**config.mk**
```make
export PLATFORM = sky130hd
export DESIGN_NAME = trace_trap_seq
export DESIGN_NICKNAME = d
export VERILOG_FILES = /design/src/rtl/trace_trap_pkg.sv /design/src/rtl/trace_trap_gate.sv /design/src/rtl/trace_trap_ctl.sv /design/src/rtl/trace_trap_frame.sv /design/src/rtl/trace_trap_seq.sv
export SDC_FILE = /design/constraint.sdc
export NUM_CORES = 1
export LEC_CHECK = 0
export ABC_AREA = 1
export BUFFER_PORTS_ARGS = -buffer_cell sky130_fd_sc_hd__buf_2
export CORE_MARGIN = 4
export CORE_UTILIZATION = 36
export DETAILED_ROUTE_END_ITERATION = 12
export SETUP_SLACK_MARGIN = 0.05
export SLEW_MARGIN = 15
export SYNTH_ARGS = -nofsm -noshare
export SYNTH_HDL_FRONTEND = slang
export SYNTH_HIERARCHICAL = 1
export SYNTH_SLANG_ARGS = --single-unit
```
**constraint.sdc**
```tcl
create_clock -name clk -period 2.5 [get_ports clk]
set_input_delay 0 -clock clk [delete_from_list [all_inputs] [get_ports clk]]
set_output_delay 0 -clock clk [all_outputs]
set_load 0.005 [all_outputs]
```
**src/rtl/trace_trap_pkg.sv**
```systemverilog
// Shared types and constants for the single-step trap sequencer.
package trace_trap_pkg;

    // Sequencer phases: idle, push status, push return address, redirect.
    typedef enum logic [1:0] {
        SEQ_IDLE    = 2'd0,
        SEQ_PUSH_PS = 2'd1,
        SEQ_PUSH_RA = 2'd2,
        SEQ_REDIR   = 2'd3
    } seq_state_e;

    // Bytes per stack slot (one 32-bit word).
    localparam int unsigned SLOT_BYTES = 4;

endpackage

```
**src/rtl/trace_trap_gate.sv**
```systemverilog
// Decides per retirement whether a trace trap is taken.
// Assumes the core presents at most one retirement per cycle and that
// ret_in_slot is only set on the instruction right after a delayed branch.
module trace_trap_gate #(
    parameter int XLEN      = 32,
    parameter int TRACE_BIT = 8
) (
    input  logic            clk,
    input  logic            rst_n,
    input  logic            idle,
    input  logic            ret_valid,
    input  logic            ret_dbranch,
    input  logic            ret_in_slot,
    input  logic            ret_excl,
    input  logic [XLEN-1:0] ps_in,
    output logic            trace_on,
    output logic            take
);

    logic accept;
    logic owed_q;

    // Trace flag and acceptance of a retirement while not busy.
    always_comb begin
        trace_on = ps_in[TRACE_BIT];
        accept   = ret_valid & idle;
        take     = accept & ~ret_dbranch & ~ret_excl &
                   (trace_on | (owed_q & ret_in_slot));
    end

    // Remember a trap owed by a traced delayed branch until the next retirement.
    always_ff @(posedge clk) begin
        if (!rst_n) begin
            owed_q <= 1'b0;
        end else if (accept) begin
            owed_q <= trace_on & ret_dbranch & ~ret_excl;
        end
    end

endmodule

```
**src/rtl/trace_trap_ctl.sv**
```systemverilog
// Phase counter of the trap entry and snapshot of the values it needs.
// Assumes the core holds off retirements while stall is high.
module trace_trap_ctl
    import trace_trap_pkg::*;
#(
    parameter int XLEN = 32
) (
    input  logic            clk,
    input  logic            rst_n,
    input  logic            take,
    input  logic [XLEN-1:0] ps_in,
    input  logic [XLEN-1:0] next_pc_in,
    input  logic [XLEN-1:0] ssp_in,
    input  logic [XLEN-1:0] tbr_in,
    output seq_state_e      state,
    output logic [XLEN-1:0] ps_q,
    output logic [XLEN-1:0] ra_q,
    output logic [XLEN-1:0] ssp_q,
    output logic [XLEN-1:0] tbr_q
);

    seq_state_e state_nx;

    // Next phase: leave idle on a trap decision, then step through fixed phases.
    always_comb begin
        unique case (state)
            SEQ_IDLE:    state_nx = take ? SEQ_PUSH_PS : SEQ_IDLE;
            SEQ_PUSH_PS: state_nx = SEQ_PUSH_RA;
            SEQ_PUSH_RA: state_nx = SEQ_REDIR;
            default:     state_nx = SEQ_IDLE;
        endcase
    end

    // Phase register.
    always_ff @(posedge clk) begin
        if (!rst_n) begin
            state <= SEQ_IDLE;
        end else begin
            state <= state_nx;
        end
    end

    // Snapshot of status, resume address, stack pointer and table base at the decision.
    always_ff @(posedge clk) begin
        if (!rst_n) begin
            ps_q  <= '0;
            ra_q  <= '0;
            ssp_q <= '0;
            tbr_q <= '0;
        end else if (state == SEQ_IDLE && take) begin
            ps_q  <= ps_in;
            ra_q  <= next_pc_in;
            ssp_q <= ssp_in;
            tbr_q <= tbr_in;
        end
    end

endmodule

```
**src/rtl/trace_trap_frame.sv**
```systemverilog
// Drives the stack writes and the register updates of each entry phase.
// Purely combinational; assumes snapshots stay stable during the sequence.
module trace_trap_frame
    import trace_trap_pkg::*;
#(
    parameter int          XLEN        = 32,
    parameter int          STK_SEL_BIT = 5,
    parameter logic [31:0] VEC_OFFSET  = 32'h0000_03C4
) (
    input  seq_state_e      state,
    input  logic [XLEN-1:0] ps_q,
    input  logic [XLEN-1:0] ra_q,
    input  logic [XLEN-1:0] ssp_q,
    input  logic [XLEN-1:0] tbr_q,
    output logic            stk_we,
    output logic [XLEN-1:0] stk_addr,
    output logic [XLEN-1:0] stk_wdata,
    output logic            ssp_we,
    output logic [XLEN-1:0] ssp_out,
    output logic            ps_we,
    output logic [XLEN-1:0] ps_out,
    output logic            pc_we,
    output logic [XLEN-1:0] pc_out,
    output logic            handler_enter
);

    localparam logic [XLEN-1:0] STEP      = XLEN'(SLOT_BYTES);
    localparam logic [XLEN-1:0] FRAME     = XLEN'(2 * SLOT_BYTES);
    localparam logic [XLEN-1:0] SEL_CLEAR = ~(XLEN'(1) << STK_SEL_BIT);

    logic redir;

    // Per-phase outputs: two descending pushes, then the register loads.
    always_comb begin
        redir         = (state == SEQ_REDIR);
        stk_we        = (state == SEQ_PUSH_PS) || (state == SEQ_PUSH_RA);
        stk_addr      = (state == SEQ_PUSH_RA) ? (ssp_q - FRAME) : (ssp_q - STEP);
        stk_wdata     = (state == SEQ_PUSH_RA) ? ra_q : ps_q;
        ssp_we        = redir;
        ssp_out       = ssp_q - FRAME;
        ps_we         = redir;
        ps_out        = ps_q & SEL_CLEAR;
        pc_we         = redir;
        pc_out        = tbr_q + XLEN'(VEC_OFFSET);
        handler_enter = redir;
    end

endmodule

```
**src/rtl/trace_trap_seq.sv**
```systemverilog
// Top of the single-step debug trap sequencer: decision, phase control and
// frame generation. Assumes the core freezes retirement while stall is high.
module trace_trap_seq
    import trace_trap_pkg::*;
#(
    parameter int          XLEN        = 32,
    parameter int          TRACE_BIT   = 8,
    parameter int          STK_SEL_BIT = 5,
    parameter logic [31:0] VEC_OFFSET  = 32'h0000_03C4
) (
    input  logic            clk,
    input  logic            rst_n,
    input  logic            ret_valid,
    input  logic [XLEN-1:0] ret_next_pc,
    input  logic            ret_dbranch,
    input  logic            ret_in_slot,
    input  logic            ret_excl,
    input  logic [XLEN-1:0] ps_in,
    input  logic [XLEN-1:0] tbr_in,
    input  logic [XLEN-1:0] ssp_in,
    output logic            stk_we,
    output logic [XLEN-1:0] stk_addr,
    output logic [XLEN-1:0] stk_wdata,
    output logic            ssp_we,
    output logic [XLEN-1:0] ssp_out,
    output logic            ps_we,
    output logic [XLEN-1:0] ps_out,
    output logic            pc_we,
    output logic [XLEN-1:0] pc_out,
    output logic            handler_enter,
    output logic            stall,
    output logic            irq_mask,
    output logic            swi_evt_block
);

    seq_state_e      state;
    logic            idle;
    logic            take;
    logic            trace_on;
    logic [XLEN-1:0] ps_q, ra_q, ssp_q, tbr_q;

    // Idle indication, core stall and the interrupt/software-event masks.
    always_comb begin
        idle          = (state == SEQ_IDLE);
        stall         = take | ~idle;
        irq_mask      = trace_on;
        swi_evt_block = trace_on;
    end

    trace_trap_gate #(
        .XLEN      (XLEN),
        .TRACE_BIT (TRACE_BIT)
    ) u_gate (
        .clk         (clk),
        .rst_n       (rst_n),
        .idle        (idle),
        .ret_valid   (ret_valid),
        .ret_dbranch (ret_dbranch),
        .ret_in_slot (ret_in_slot),
        .ret_excl    (ret_excl),
        .ps_in       (ps_in),
        .trace_on    (trace_on),
        .take        (take)
    );

    trace_trap_ctl #(
        .XLEN (XLEN)
    ) u_ctl (
        .clk        (clk),
        .rst_n      (rst_n),
        .take       (take),
        .ps_in      (ps_in),
        .next_pc_in (ret_next_pc),
        .ssp_in     (ssp_in),
        .tbr_in     (tbr_in),
        .state      (state),
        .ps_q       (ps_q),
        .ra_q       (ra_q),
        .ssp_q      (ssp_q),
        .tbr_q      (tbr_q)
    );

    trace_trap_frame #(
        .XLEN        (XLEN),
        .STK_SEL_BIT (STK_SEL_BIT),
        .VEC_OFFSET  (VEC_OFFSET)
    ) u_frame (
        .state         (state),
        .ps_q          (ps_q),
        .ra_q          (ra_q),
        .ssp_q         (ssp_q),
        .tbr_q         (tbr_q),
        .stk_we        (stk_we),
        .stk_addr      (stk_addr),
        .stk_wdata     (stk_wdata),
        .ssp_we        (ssp_we),
        .ssp_out       (ssp_out),
        .ps_we         (ps_we),
        .ps_out        (ps_out),
        .pc_we         (pc_we),
        .pc_out        (pc_out),
        .handler_enter (handler_enter)
    );

endmodule

```
Yosys cells after proc, flatten, opt, wreduce, memory -nomap -nowiden
Cells that the tools add are included.

cells by class
  add/subtract/negate cells = 3
  equal/unequal tests = 3
  mux-type cells = 4
  bitwise logic cells = 12
  reductions and logical operators = 3

operator list
  kind                                                                    number
  32-bit two-way mux                                                      2
  32-bit by 10-bit adder with 32-bit output (second input constant)       1
  32-bit by 3-bit subtractor with 32-bit output (second input constant)   1
  32-bit by 4-bit subtractor with 32-bit output (second input constant)   1
  1-bit bitwise AND                                                       7
  2-bit one-hot mux with 3 select lines                                   1
  2-bit equality test (second input constant)                             2
  1-bit inverter                                                          3
  2-bit by 1-bit equality test with 1-bit output (second input constant)  1
  2-bit zero test                                                         1
  1-bit bitwise OR                                                        2
  1-bit logical AND                                                       1
  1-bit logical OR                                                        1
  1-bit two-way mux                                                       1

word-level totals
  flip-flop bits (word level) = 131
  output and inout bits = 168

Logic depth before layout (Yosys ltp)
  word-level depth = 7
  depth in mapped cells = 10
  mapped depth without buffers = 10

Hierarchy
Netlist, hierarchy kept.

modules (own cells, without submodules)
  module            instances  cells each  area an instance (µm²)  seq. area each (µm²)
  trace_trap_ctl    1          821         5,342.6                 2,602.5
  trace_trap_frame  1          609         3,100.5                 0.0
  trace_trap_gate   1          14          75.1                    20.0
  trace_trap_seq    1          4           21.3                    0.0

Least setup slack after synthesis
OpenSTA, ideal clock, no wires.

  path kind = register -> output
  start point = register u_ctl.ssp_q[3]
  end point = output port stk_addr[21]
  arrival = 1.441 ns
  data required time = 2.500 ns
  path slack = 1.059 ns
  stages on the path, launching flop included = 9
  path buffers = 0
  cells stage by stage = dfxtp_1 > inv_1 > ha_1 > nand3_1 > nor2_1 > nand2_1 > xor2_1 > nand2_1 > nand2_1

between the ends
  word-level cells in the longest chain between the ends = 2
  elaborated cells between the ends (all ways) = 3
  those cells by class = 2 x add/sub; 1 x mux

ends and longest elaborated chain
  item                                           line                    RTL
  start: declaration                             trace_trap_ctl.sv:18    output logic [XLEN-1:0] ssp_q,
  start signal: assignment                       trace_trap_ctl.sv:53    ssp_q <= ssp_in;
  32-bit by 4-bit subtractor with 32-bit output  --
  named net ssp_out[21]                          trace_trap_seq.sv:25    output logic [XLEN-1:0] ssp_out,
  32-bit two-way mux                             trace_trap_frame.sv:37  stk_addr = (state == SEQ_PUSH_RA) ? (ssp_q - FRAME) : (ssp_q - STEP);
  end: declaration                               trace_trap_seq.sv:22    output logic [XLEN-1:0] stk_addr,

The timed path passes the listed nets, and every way through them passes these cells.

Worst setup path in the final report
  start point = input port ps_in[8]
  end point = register u_gate.owed_q

between the ends
  word-level cells in the longest chain between the ends = 2

ends and longest elaborated chain
  item                            line                   RTL
  start: declaration              trace_trap_seq.sv:18   input logic [XLEN-1:0] ps_in,
  1-bit bitwise AND (2 in a row)  trace_trap_gate.sv:36  owed_q <= trace_on & ret_dbranch & ~ret_excl;
  end signal: assignment          trace_trap_gate.sv:36
  end: declaration                trace_trap_gate.sv:21  logic owed_q;

No other way between the ends.
A chain may end at the register's enable or synchronous reset.

==> flow_summary_export.csv <==
group,metric,value,unit
status,status,"complete, no violations",
grt,grt_max_degree,90,
timing,worst_pin_slew,0.562,ns
setup_path,r2r_end,"u_gate/owed_q",
power,leakagePower,0.00679,uW
cells_and_area,finish.utilization,50.5,%
drt,drtIter0Drc,476,
yosys,syn_inst,1448,
yosys,syn-num-nets,1588,
yosys,ys_seq_area_share,30.7,%
yosys,syn_avg_cell_area,5.90,um2
timing,drv_slew,0,
timing,hold_violations,0,
die,die_width,162,um
grt,grt-ovfl-total,0,
placed_design,place_hpwl,19600,um
drt,ant_nets,0,
cells_and_area,syn2layout_area_growth,38.4,%
cts,cts_buffers,17,
yosys,netlist-cell-type-count,34,
cells_and_area,fin_nets,1953,
timing,maxSlewHeadroom,62.6,%
cts,post_cts_resized,0,
grt,antenna_found_initial,1,
setup_path,cp.arrival,2.60,ns
die,fp-row-count,56,
timing,rsz0062_at_grt,"false",
setup_path,reg2reg_depth,6,
placed_design,place_area,0.00991,mm2
setup_path,r2r_setup_slack,0.53,ns
cts,clkTransAtPathRegs,0.07,ns
die,coreArea,0.0234,mm2
die,start_util,36.5,%
cells_and_area,finish.instance_area,0.0118,mm2
cts,htree_levels,4,
cts,root_buffer,"clkbuf_16",
setup_path,crit_path_end_kind,"register",
timing,tns,0,ns
placed_design,gp_congestion,0.906,
cts,post-cts-setup-buffers,0,
placed_design,pre_cts_ws,0.692,ns
setup_path,setup.worst_path.end,"u_gate/owed_q",
yosys,ys_warn_count,6,
cells_and_area,drive_gt1_share,20.8,%
timing,finClkSkew,0.0119,ns
setup_path,crit_type,"in -> reg",
job,maxCapViolCount,0,
grt,grt.total_usage,20.0,%
timing,period_share,92.0,%
cts,cts_tree,"built",
power,power.density,559,mW/mm2
drt,first_pass_iters,5,
setup_path,cp-startpoint,"ps_in[8]",
grt,grt_pass1_vias,8813,
cts,cts_num_sinks,131,
timing,fmax,435,MHz
cts,clkLatencyLatePin,0.41,ns
yosys,synth_area,0.00854,mm2
setup_path,r2r_start,"u_ctl/state[1]",
setup_path,crit_path_start_kind,"input pin",
cells_and_area,finalNonFillerCells,2146,
grt,grt_pass1_wl,43200,um
setup_path,worstPathMaxFanout,5,
drt,routed_wl,27200,um
placed_design,io_buffers,300,
hold_path,hp-class,"in -> reg",
drt,vias,9375,
power,ir_drop,0.360,mV
timing,worst_slack,0.200,ns
drt,via_per_inst,4.37,
drt,wl_per_cell,12.7,um
setup_path,worstPathRequired,2.80,ns
cells_and_area,final_common_cell,"nand2_1",
die,die_h,162,um
cells_and_area,layout_common_cells,"492 x nand2_1, 343 x nor2_1, 299 x buf_2",
placed_design,placedCellCount,1981,
timing,setup_viol,0,
die,io_pins,302,
cts,cts_buffer_depth,2,
yosys,ys_seq_elements,131,
timing,min_period,2.30,ns
die,dieArea,0.0262,mm2
drt,drc,0,
-- worst min path at each step --
| stage | startpoint | end | slack, ns | depth (start not counted) |
|---|---|---|---|---|
| detailed placement | ret_next_pc[26] | u_ctl/ra_q[26] | 0.22 | 3 |
| floorplan | ps_in[8] | irq_mask | 0.09 | 1 |
| CTS | rst_n | u_ctl/ps_q[25] | 0.07 | 3 |
| global placement | ret_next_pc[18] | u_ctl/ra_q[18] | 0.22 | 3 |
| global route | rst_n | u_ctl/ps_q[25] | 0.08 | 3 |
| finish | rst_n | u_ctl/ra_q[25] | 0.06 | 3 |
-- cells by family after synthesis --
kind of cell    synth area share (%)
flops                           30.7
fa+ha+maj                      0.879
other cells                   0.0439
simple gates                    44.5
xor+xnor                        5.80
buf+inv                         16.6
compound gates                  1.44
-- power by group --
part / internal [uW] / leakage, uW / total (uW) / switching (uW)
Clock: 1430 / 0.000277 / 2500 / 1080
Combinational: 818 / 0.00545 / 1830 / 1010
Sequential: 2180 / 0.00106 / 2280 / 97.7
-- metrics by stage --
step | hold slack, ns | total power, uW
5_1_grt | 0.0827 | 7010
2_1_floorplan | 0.0864 | 3340
3_5_place_dp | 0.225 | 3990
4_1_cts | 0.0667 | 6680
6_report | 0.0611 | 6610
3_3_place_gp | 0.221 | 3970
-- cell usage after synthesis --
master | number | area (um2)
a21oi_1 | 3 | 15.0
nand4_1 | 15 | 93.8
and2_1 | 7 | 43.8
nand3_1 | 39 | 195
nand3b_1 | 2 | 15.0
nor2_1 | 343 | 1290
inv_1 | 199 | 747
buf_1 | 2 | 7.51
ha_1 | 6 | 75.1
nand2_4 | 4 | 45.0
nor2_2 | 10 | 62.6
nor2_4 | 6 | 67.6
xor2_1 | 34 | 298
xnor2_2 | 2 | 32.5
buf_2 | 26 | 130
o21ai_1 | 9 | 45.0
buf_4 | 48 | 360
nor3b_1 | 1 | 7.51
nand2_1 | 492 | 1850
nor2_8 | 2 | 40.0
xor2_2 | 1 | 16.3
or2_0 | 1 | 6.26
inv_2 | 1 | 3.75
nor3_4 | 1 | 16.3
dfxtp_1 | 131 | 2620
xnor2_1 | 17 | 149
o21ai_0 | 10 | 50.1
nor3_1 | 5 | 25.0
nand4_2 | 1 | 12.5
a31oi_1 | 2 | 12.5
buf_6 | 12 | 135
clkbuf_1 | 9 | 33.8
conb_1 | 1 | 3.75
nand2_2 | 6 | 37.5
-- repair_timing --
item | CTS | global route
hold endpoints to repair | 129 | 0
hold buffers | 132 | 0
setup endpoints to repair | 0 | 0
-- critical path, stage by stage --
cell and delay, ns:
dlygate4sd3_1 0.54, buf_2 0.17, nand2_1 0.08, nor2_1 0.03
dlygate4sd3_1 0.54, nor2_1 0.10, dlygate4sd3_1 0.56, nor2_1 0.04
dlygate4sd3_1 0.54
-- area by class of cell --
| class | count | area (um2) |
|---|---|---|
| Antenna cell | 1 | 2.50 |
| Fill cell | 2460 | 11600 |
| Inverter | 200 | 751 |
| Clock inverter | 14 | 143 |
| Multi-Input combinational cell | 1020 | 4520 |
| Tap cell | 319 | 399 |
| Sequential cell | 131 | 2620 |
| Timing Repair Buffer | 443 | 2950 |
| Clock buffer | 18 | 439 |
-- layer usage --
metal  GRT usage, %  wire length (um)  vias up
met1           24.9             11600     4083
met2           34.9             13100      319
li1               -                 -     4942
met5              0                 0        -
met3           4.42              2050       31
met4           6.00               485        0
-- state kept, by name, summed over array words and instances (netlist names) --
name	cells
u_gate/owed_q	1
u_ctl/ps_q	32
u_ctl/ssp_q	32
u_ctl/tbr_q	32
u_ctl/state	2
u_ctl/ra_q	32
Power figures use the tool's default switching activity.
